===== src/rtl/lli_pkg.sv =====
`timescale 1ns/1ps
package lli_pkg;
  localparam int unsigned NUM_FLD        = 5;
  localparam int unsigned LINK_CHAIN_BIT = 1;
  localparam int unsigned CFG_EN_BIT     = 0;

  typedef enum logic [2:0] {
    FLD_LINK = 3'd0,
    FLD_CNT  = 3'd1,
    FLD_SRC  = 3'd2,
    FLD_DST  = 3'd3,
    FLD_CFG  = 3'd4
  } fld_e;

  typedef enum logic [1:0] {
    ST_IDLE  = 2'd0,
    ST_RUN   = 2'd1,
    ST_FETCH = 2'd2
  } st_e;

  // word offset of each field inside a descriptor
  function automatic int unsigned fld_word(input int unsigned f);
    case (f)
      0:       return 0;
      1:       return 4;
      2:       return 5;
      3:       return 6;
      default: return 7;
    endcase
  endfunction
endpackage


===== src/rtl/lli_word_rd.sv =====
`timescale 1ns/1ps
module lli_word_rd #(
  parameter  int unsigned AW    = 32,
  parameter  int unsigned WORDS = 8,
  localparam int unsigned IDX_W = $clog2(WORDS),
  localparam int unsigned OFF_W = IDX_W + 2
) (
  input  logic             clk_i,
  input  logic             rst_ni,
  input  logic             start_i,
  input  logic [AW-1:0]    base_i,
  input  logic             mem_rvalid_i,
  output logic             mem_req_o,
  output logic [AW-1:0]    mem_addr_o,
  output logic             word_vld_o,
  output logic [IDX_W-1:0] word_idx_o,
  output logic             last_o
);
  logic                active_q;
  logic [IDX_W-1:0]    idx_q;
  logic [AW-OFF_W-1:0] blk_q;

  assign mem_req_o  = active_q;
  assign mem_addr_o = {blk_q, idx_q, 2'b00};
  assign word_vld_o = active_q && mem_rvalid_i;
  assign word_idx_o = idx_q;
  assign last_o     = word_vld_o && (idx_q == IDX_W'(WORDS-1));

  always_ff @(posedge clk_i or negedge rst_ni) begin
    if (!rst_ni) begin
      active_q <= 1'b0;
      idx_q    <= '0;
      blk_q    <= '0;
    end else if (start_i && !active_q) begin
      active_q <= 1'b1;
      idx_q    <= '0;
      blk_q    <= base_i[AW-1:OFF_W];
    end else if (word_vld_o) begin
      if (last_o) active_q <= 1'b0;
      idx_q <= idx_q + 1'b1;
    end
  end
endmodule


===== src/rtl/lli_desc_regs.sv =====
`timescale 1ns/1ps
module lli_desc_regs
  import lli_pkg::*;
#(
  parameter  int unsigned AW    = 32,
  parameter  int unsigned CNT_W = 13,
  parameter  int unsigned WORDS = 8,
  localparam int unsigned IDX_W = $clog2(WORDS)
) (
  input  logic                       clk_i,
  input  logic                       rst_ni,
  input  logic                       sw_we_i,
  input  logic [2:0]                 sw_sel_i,
  input  logic [AW-1:0]              sw_wdata_i,
  input  logic                       word_vld_i,
  input  logic [IDX_W-1:0]           word_idx_i,
  input  logic [AW-1:0]              word_data_i,
  input  logic                       last_i,
  output logic [NUM_FLD-1:0][AW-1:0] fld_o
);
  localparam logic [AW-1:0] CNT_MASK = AW'((64'd1 << CNT_W) - 1);
  localparam logic [AW-1:0] ADR_MASK = ~AW'(3);

  for (genvar f = 0; f < NUM_FLD; f++) begin : g_fld
    localparam int unsigned WIDX = fld_word(f);
    localparam logic [AW-1:0] WMASK =
      (f == int'(FLD_CNT)) ? CNT_MASK :
      ((f == int'(FLD_SRC)) || (f == int'(FLD_DST))) ? ADR_MASK : '1;

    logic [AW-1:0] live_q, shad_q;
    logic          hit;

    assign hit = word_vld_i && (word_idx_i == IDX_W'(WIDX));

    always_ff @(posedge clk_i or negedge rst_ni) begin
      if (!rst_ni) begin
        live_q <= '0;
        shad_q <= '0;
      end else begin
        if (hit) shad_q <= word_data_i & WMASK;
        if (sw_we_i && (sw_sel_i == 3'(f))) live_q <= sw_wdata_i & WMASK;
        // whole descriptor becomes current together with its last word
        else if (last_i) live_q <= hit ? (word_data_i & WMASK) : shad_q;
      end
    end

    assign fld_o[f] = live_q;
  end
endmodule


===== src/rtl/lli_fetch.sv =====
`timescale 1ns/1ps
module lli_fetch
  import lli_pkg::*;
#(
  parameter  int unsigned AW    = 32,
  parameter  int unsigned CNT_W = 13,
  parameter  int unsigned WORDS = 8,
  localparam int unsigned IDX_W = $clog2(WORDS)
) (
  input  logic          clk_i,
  input  logic          rst_ni,
  input  logic          sw_wr_i,
  input  logic [2:0]    sw_sel_i,
  input  logic [AW-1:0] sw_wdata_i,
  output logic          mem_req_o,
  output logic [AW-1:0] mem_addr_o,
  input  logic          mem_rvalid_i,
  input  logic [AW-1:0] mem_rdata_i,
  output logic          ld_valid_o,
  output logic [AW-1:0] ld_link_o,
  output logic [AW-1:0] ld_cnt_o,
  output logic [AW-1:0] ld_src_o,
  output logic [AW-1:0] ld_dst_o,
  output logic [AW-1:0] ld_cfg_o,
  input  logic          seg_done_i,
  output logic [AW-1:0] cur_ptr_o,
  output logic          busy_o,
  output logic          tc_o
);
  st_e                        st_q;
  logic                       ld_q, tc_q;
  logic [NUM_FLD-1:0][AW-1:0] fld;
  logic                       sw_we, chain, rd_start;
  logic                       word_vld, last;
  logic [IDX_W-1:0]           word_idx;

  assign chain    = fld[FLD_LINK][LINK_CHAIN_BIT];
  assign sw_we    = sw_wr_i && (st_q == ST_IDLE);
  assign rd_start = (st_q == ST_RUN) && seg_done_i && chain;

  lli_word_rd #(.AW(AW), .WORDS(WORDS)) u_rd (
    .clk_i, .rst_ni,
    .start_i      (rd_start),
    .base_i       (fld[FLD_LINK]),
    .mem_rvalid_i,
    .mem_req_o,
    .mem_addr_o,
    .word_vld_o   (word_vld),
    .word_idx_o   (word_idx),
    .last_o       (last)
  );

  lli_desc_regs #(.AW(AW), .CNT_W(CNT_W), .WORDS(WORDS)) u_regs (
    .clk_i, .rst_ni,
    .sw_we_i      (sw_we),
    .sw_sel_i,
    .sw_wdata_i,
    .word_vld_i   (word_vld),
    .word_idx_i   (word_idx),
    .word_data_i  (mem_rdata_i),
    .last_i       (last),
    .fld_o        (fld)
  );

  always_ff @(posedge clk_i or negedge rst_ni) begin
    if (!rst_ni) begin
      st_q <= ST_IDLE;
      ld_q <= 1'b0;
      tc_q <= 1'b0;
    end else begin
      ld_q <= 1'b0;
      tc_q <= 1'b0;
      case (st_q)
        ST_IDLE:
          if (sw_we && (sw_sel_i == FLD_CFG) && sw_wdata_i[CFG_EN_BIT]) begin
            st_q <= ST_RUN;
            ld_q <= 1'b1;
          end
        ST_RUN:
          if (seg_done_i) begin
            if (chain) st_q <= ST_FETCH;
            else begin
              st_q <= ST_IDLE;
              tc_q <= 1'b1;
            end
          end
        ST_FETCH:
          if (last) begin
            if (mem_rdata_i[CFG_EN_BIT]) begin
              st_q <= ST_RUN;
              ld_q <= 1'b1;
            end else st_q <= ST_IDLE;
          end
        default: st_q <= ST_IDLE;
      endcase
    end
  end

  assign ld_valid_o = ld_q;
  assign ld_link_o  = fld[FLD_LINK];
  assign ld_cnt_o   = fld[FLD_CNT];
  assign ld_src_o   = fld[FLD_SRC];
  assign ld_dst_o   = fld[FLD_DST];
  assign ld_cfg_o   = fld[FLD_CFG];
  assign cur_ptr_o  = fld[FLD_LINK];
  assign busy_o     = (st_q != ST_IDLE);
  assign tc_o       = tc_q;
endmodule


===== config.mk =====
export PLATFORM = sky130hd
export DESIGN_NAME = lli_fetch
export DESIGN_NICKNAME = d
export VERILOG_FILES = /design/src/rtl/lli_pkg.sv /design/src/rtl/lli_word_rd.sv /design/src/rtl/lli_desc_regs.sv /design/src/rtl/lli_fetch.sv
export SDC_FILE = /design/constraint.sdc
export NUM_CORES = 1
export LEC_CHECK = 0
export BUFFER_PORTS_ARGS = -buffer_cell sky130_fd_sc_hd__buf_2
export CORE_MARGIN = 3
export CORE_UTILIZATION = 46
export DETAILED_ROUTE_END_ITERATION = 8
export PLACE_DENSITY = 0.68
export SETUP_SLACK_MARGIN = 0.15
export SLEW_MARGIN = 20
export SYNTH_ARGS = -nofsm -noshare
export SYNTH_HDL_FRONTEND = slang
export SYNTH_SLANG_ARGS = --single-unit
export TNS_END_PERCENT = 10

===== constraint.sdc =====
create_clock -name clk_i -period 2.3 [get_ports clk_i]
set_input_delay 0.23 -clock clk_i [delete_from_list [all_inputs] [get_ports clk_i]]
set_output_delay 0.23 -clock clk_i [all_outputs]
set_load 0.01 [all_outputs]

==> results of run 1 <==
layer usage:
| layer | global-route usage | up-vias | share of wire |
|---|---|---|---|
| li1 | - | 5562 | - |
| met1 | 0.3602 | 6256 | 0.42 |
| met2 | 0.4273 | 552 | 0.48 |
| met3 | 0.04800 | 85 | 0.074 |
| met4 | 0.08393 | 4 | 0.026 |
| met5 | 0 | - | 0.00044 |
cell usage in the layout (no fill, tap or decap), types with 24 or more instances in the layout:
cell and count:
clkbuf_16 37, buf_4 44, mux2_2 92, nand4_1 34, and3b_1 32, nand2_1 29
o31ai_1 105, nand3_1 130, mux2i_1 32, and2_1 24, mux2_4 30, a211oi_1 105
and3_1 75, nor2_1 106, dfrtp_1 322, o21ai_0 35, buf_2 296
area by class of cell:
cell class | count | area (µm²) | share of cell area
Sequential cell | 323 | 8087 | 0.4345
Antenna cell | 2 | 5.005 | 0.0002689
Clock inverter | 9 | 152.6 | 0.008203
Inverter | 3 | 11.26 | 0.0006051
Multi-Input combinational cell | 894 | 6382 | 0.3430
Tap cell | 442 | 553.0 | 0.02972
Clock buffer | 53 | 1056 | 0.05675
Timing Repair Buffer | 376 | 2362 | 0.1269
path summary, 6_finish.rpt:
| check | start | to | slack, ns |
|---|---|---|---|
| setup / recovery | st_q[1] | busy_o | 0.22 |
| hold / removal | sw_wdata_i[26] | u_regs.g_fld[2].live_q[26] | 0.007 |
| setup reg to reg | u_rd.word_idx_o[2] | u_regs.g_fld[1].live_q[6] | 0.26 |
| hold reg to reg | u_regs.g_fld[1].shad_q[30] | u_regs.g_fld[1].shad_q[30] | 0.48 |
| max in group asynchronous | rst_ni | u_regs.g_fld[0].shad_q[6] | 1.27 |
| min in group asynchronous | rst_ni | u_rd.blk_q[9] | 0.28 |
sequential cells by signal, summed over array words and instances (netlist names):
name and flops:
ld_valid_o 1, st_q 2, tc_o 1, u_rd.blk_q 27, u_rd.mem_req_o 1, u_rd.word_idx_o 3, u_regs.g_fld.live_q 160, u_regs.g_fld.shad_q 128
through the flow:
step	area [µm²]	hold WS, ns	std cells	utilization
floorplan	15310	-0.06559	1392	-
detailed placement	17230	0.2652	2022	0.5268
finish	18610	0.006680	2102	0.5691
CTS	18600	0.0005992	2100	0.5688
global route	18610	0.01034	2102	0.5691
global placement	17230	0.2616	2022	0.5268
critical path: stages, from the launching register on:
cell	delay (ns)
dfrtp_1	0.47
buf_4	0.21
nor2_4	0.12
buf_8	0.31
inv_1	0.06
buf_2	0.14
kinds of logic after synthesis:
| logic type | after synthesis |
|---|---|
| mux | 164 |
| flops | 323 |
| simple gates | 451 |
| buf+inv | 175 |
| compound gates | 272 |
| other cells | 1 |
| fa+ha+maj | 5 |
power groups by stage:
stage	clock (mW)	combinational [mW]	sequential [mW]
finish	5.90	5.82	8.10
detailed placement	0	5.78	8.16
global route	6.25	6.23	8.26
floorplan	0	3.17	8.30
CTS	6.00	5.82	8.08
global placement	0	5.64	8.11
timing repair:
action                                  4_1_cts  5_1_grt
endpoints found under the setup margin        1        3
hold buffers                                 16        0
gates resized for setup                       1        2
hold endpoints to repair                     93        0
==> results.py, run 1 <==
metrics = {
    "run_status": {
        "outcome": "finished, final reports clean",
    },
    "logic_synthesis": {
        "synth_cell_types": 40,
        "yosysMostFrequentCell": "dfrtp_1",
        "syn_area_per_cell_um2": 11.00,
        "synthSimpleGateAreaFrac": 0.1592,
        "synthCells": 1391,
        "synthFlopType": "dfrtp_1",
        "synth_commonest_cells": "dfrtp_1, nand3_1, nor2_1",
        "netlist_area_um2": 15310,
        "ys_seq_area_frac": 0.5281,
        "synth_seq_cells": 323,
        "synth_top_area_share": 0.5281,
        "synth_edf_count": 0,
        "synth.area.mux_share": 0.1254,
        "yosysTopAreaCell": "dfrtp_1",
        "synth_top_family_by_area": "simple AND/OR/NAND/NOR gates",
        "post_synth_fa_ha_maj_area_fraction": 0.004087,
        "synth-compound-area-share": 0.1242,
        "ys_warn_count": 0,
        "synth-xor-area-share": 0,
        "async_reset_ff_frac": 1.000,
        "netlist_top_cells_area": "dfrtp_1, mux2_2, a211oi_1",
    },
    "setup_path": {
        "start_kind": "flop",
        "required_ns": 2.07,
        "critPathMaxFanout": 33,
        "r2r_cells": 4,
        "cp-end-kind": "output pin",
        "critical_path_class": "flop to output pin",
        "critPathArrivalTime_ns": 1.85,
    },
    "floorplan": {
        "die_x_um": 188.4,
        "dieArea_um2": 35500,
        "coreArea_um2": 32700,
        "start_util": 0.4681,
        "io_pins": 300,
        "std_cell_rows": 66,
        "die_h_um": 188.4,
    },
    "power": {
        "p_int_mw": 13.21,
        "p_per_area_nw_per_um2": 1065,
        "pwr-share-clk": 0.298,
        "total_power_mw": 19.81,
        "p_leak_nw": 9.284,
        "p_seq_frac": 0.409,
        "switchingPower_mw": 6.603,
        "switching_share": 0.3332,
        "combPwrFrac": 0.294,
        "max-vdd-ir-drop_mv": 0.8551,
    },
    "global_route": {
        "grt-ovfl-total": 0,
        "grt_pass1_vias": 12330,
        "antenna_found_initial": 4,
        "grt_max_degree": 74,
        "grt_usage": 0.2627,
        "grt_pass1_wl_mm": 73.21,
    },
    "sta": {
        "drv_slew": 0,
        "setup_slack_ns": 0.2223,
        "worst_pin_slew_ns": 0.6442,
        "fin_crit_sh": 0.9033,
        "fin_tns_setup_ns": 0,
        "setup_violations": 0,
        "fmax_mhz": 481.3,
        "maxSlewHeadroom": 0.5705,
        "clock_skew_ns": 0.01766,
        "hold_viol_final": 0,
        "period_minus_slack_ns": 2.078,
        "rsz0062_at_grt": "true",
    },
    "route": {
        "drt-total-wl_mm": 47.59,
        "wl_per_cell_um": 22.64,
        "postRouteAntennaNets": 0,
        "drcViolationCount": 0,
        "drt_first_iter_violations": 983,
        "firstDrtPassIters": 5,
        "num_vias": 12459,
        "post_drt_via_cell_ratio": 5.927,
    },
    "cts": {
        "insertion_delay_ns": 0.52,
        "cts_tree": "yes",
        "clk_pin_slew_ns": 0.06,
        "cts_setup_buffers": 0,
        "root_buffer": "clkbuf_16",
        "cts_buffer_depth": 3,
        "cts_max_level": 2,
        "cts_buffers": 36,
        "cts_sinks": 323,
    },
    "place": {
        "hpwl_mm": 30.71,
        "place_ws_ns": 0.2803,
        "gp_congestion": 0.8284,
        "numPortBuffers": 297,
    },
    "min_path": {
        "min_path_type": "input pin to flop",
        "min_path_cells": 3,
    },
    "final_layout": {
        "num-fill-cells": 2808,
        "area_delta_synth_final_pct": 21.58,
        "finalNetCount": 1711,
        "drive_gt1_frac": 0.3372,
    },
    "flow_run": {
        "cap_viol_max_count": 0,
    },
}
(Power assumes the default switching activity.)
==> run 2, diff against run 1 <==
--- a/config.mk
+++ b/config.mk
@@ -9,7 +9,7 @@
 export CORE_MARGIN = 3
 export CORE_UTILIZATION = 46
 export DETAILED_ROUTE_END_ITERATION = 8
-export PLACE_DENSITY = 0.68
+export PLACE_DENSITY = 0.71
 export SETUP_SLACK_MARGIN = 0.15
 export SLEW_MARGIN = 20
 export SYNTH_ARGS = -nofsm -noshare
==> constraint.sdc (replaced) <==
create_clock -name clk_i -period 1.75 [get_ports clk_i]
set_input_delay 0.175 -clock clk_i [delete_from_list [all_inputs] [get_ports clk_i]]
set_output_delay 0.175 -clock clk_i [all_outputs]
set_load 0.01 [all_outputs]
==> results.py, run 2 (synthesized netlist as in run 1, its figures left out) <==
metrics = {
    "global_route": {
        "grt_usage": 0.2839,
        "grt_pass1_vias": 13450,
        "grt_max_degree": 62,
        "antenna_found_initial": 2,
        "grt_pass1_wl_mm": 79.70,
        "grt-ovfl-total": 0,
    },
    "power": {
        "p_leak_nw": 10.48,
        "p_per_area_nw_per_um2": 1305,
        "max-vdd-ir-drop_mv": 0.9502,
    },
    "sta": {
        "fmax_mhz": 560.5,
        "fin_crit_sh": 1.019,
        "rsz0062_at_grt": "true",
        "setup_violations": 1,
        "period_minus_slack_ns": 1.784,
        "fin_tns_setup_ns": -0.03406,
        "hold_viol_final": 0,
        "clock_skew_ns": 0.01715,
        "setup_slack_ns": -0.03406,
        "drv_slew": 0,
    },
    "route": {
        "firstDrtPassIters": 5,
        "drt-total-wl_mm": 54.53,
        "num_vias": 13480,
        "drcViolationCount": 0,
        "post_drt_via_cell_ratio": 6.113,
        "drt_first_iter_violations": 1267,
        "wl_per_cell_um": 24.73,
        "postRouteAntennaNets": 0,
    },
    "final_layout": {
        "largest_reg_flops": 160,
        "finalNetCount": 1815,
        "mostFrequentLayoutCells": "dfrtp_1, buf_2, nand3_1",
        "fin_area_um2": 21600,
        "multi_input_area_um2": 7736,
        "regArea_um2": 8088,
        "layout_commonest_cell": "dfrtp_1",
        "num-fill-cells": 2402,
        "top_register": "u_regs.g_fld.live_q",
        "area_delta_synth_final_pct": 41.10,
        "top_regs": "u_regs.g_fld.live_q x160, u_regs.g_fld.shad_q x128, u_rd.blk_q x27",
        "drive_gt1_frac": 0.4756,
    },
    "setup_path": {
        "reg2reg_slack_ns": -0.03,
        "critPathMaxFanout": 24,
        "critical_path_class": "flop to flop",
        "cp-end-kind": "flop",
        "critPathArrivalTime_ns": 2.16,
        "start_kind": "flop",
        "required_ns": 2.12,
    },
    "cts": {
        "cts_buffers": 36,
        "cts_sinks": 323,
        "cts_tree": "yes",
        "root_buffer": "clkbuf_16",
        "insertion_delay_ns": 0.52,
        "clk_pin_slew_ns": 0.06,
        "cts_buffer_depth": 3,
        "cts_max_level": 2,
    },
    "min_path": {
        "min_path_type": "input pin to flop",
    },
    "floorplan": {
        "io_pins": 300,
        "die_x_um": 188.4,
        "die_h_um": 188.4,
        "start_util": 0.4681,
        "dieArea_um2": 35500,
        "coreArea_um2": 32700,
        "std_cell_rows": 66,
    },
    "flow_run": {
        "cap_viol_max_count": 0,
    },
    "place": {
        "dpl_cell_area_um2": 17670,
        "gp_congestion": 0.8193,
        "numPortBuffers": 297,
        "hpwl_mm": 31.58,
    },
    "run_status": {
        "violations": "negative setup slack",
        "outcome": "complete, but fails checks",
    },
}
[run 2: changes by cell type in the layout (fill, tap and decap cells not counted), moves of 14 or more]
| cell | change |
|---|---|
| a211oi_1 | -93 |
| mux2_4 | +22 |
| dlygate4sd3_1 | +34 |
| a211oi_4 | +22 |
| nor2_1 | -26 |
| and2_1 | -14 |
| mux2_2 | -14 |
| and2_4 | +17 |
| nor2_4 | +15 |
| buf_12 | +22 |
| buf_6 | +19 |
| o31ai_1 | -37 |
| a211oi_2 | +71 |
| o31ai_2 | +27 |
[run 2: area by class of cell]
| type | instances | share of cell area |
|---|---|---|
| diodes | 1 | 0.0001159 |
| clock buffers | 53 | 0.04982 |
| clock inverters | 9 | 0.003708 |
| inverters | 3 | 0.0005214 |
| multi-input cells | 894 | 0.3582 |
| flip-flops and latches | 323 | 0.3745 |
| well taps | 442 | 0.02561 |
| repair buffers | 480 | 0.1875 |
[run 2: repair_timing]
item,CTS,global route
hold endpoints to repair,204,0
pin swaps,82,69
cloned,5,14
buffers inserted,14,9
hold buffers,50,0
resized for setup,165,180
endpoints found under the setup margin,291,291
[run 2: final timing paths]
path	start	end	cells after the start
min in group asynchronous	rst_ni	u_rd.blk_q[10]	2
worst max-delay path	u_rd.word_idx_o[0]	u_regs.g_fld[4].live_q[0]	7
worst min-delay path	mem_rdata_i[15]	u_regs.g_fld[2].shad_q[15]	2
max in group asynchronous	rst_ni	u_regs.g_fld[3].shad_q[1]	3
worst max register to register	u_rd.word_idx_o[0]	u_regs.g_fld[4].live_q[0]	7
worst min register to register	u_regs.g_fld[2].shad_q[1]	u_regs.g_fld[2].shad_q[1]	1
[run 2: worst max-delay path, stage by stage (launching register included)]
cell and delay [ns]:
dfrtp_2 0.43, ha_2 0.20, ha_4 0.17, nand3_4 0.11, buf_4 0.17, clkbuf_16 0.22
mux2i_1 0.22, o21ai_0 0.12
[run 2: routing by layer]
layer / vias up / GRT usage / routed length (µm)
li1: 5762 / - / -
met1: 6791 / 0.3859 / 22110
met2: 792 / 0.4614 / 25970
met3: 133 / 0.04707 / 4611
met4: 2 / 0.1066 / 1826
met5: - / 0 / 18
[run 2: power breakdown]
part	internal, mW	switching (mW)
Combinational	4.55	5.23
Clock	4.41	3.09
Sequential	9.32	1.60
[run 2: stage by stage]
step                  util  total power, mW  setup slack (ns)  instances  hold slack, ns
floorplan                -            15.10          -0.02255       1392         -0.1206
finish              0.6604            28.19          -0.03406       2205        0.009396
CTS                 0.6219            27.34           0.02141       2181        0.001025
global route        0.6604            29.34          -0.08911       2205         0.02800
detailed placement  0.5402            18.72          -0.06467       2050          0.1435
global placement    0.5402            18.44          -0.02410       2050          0.1437
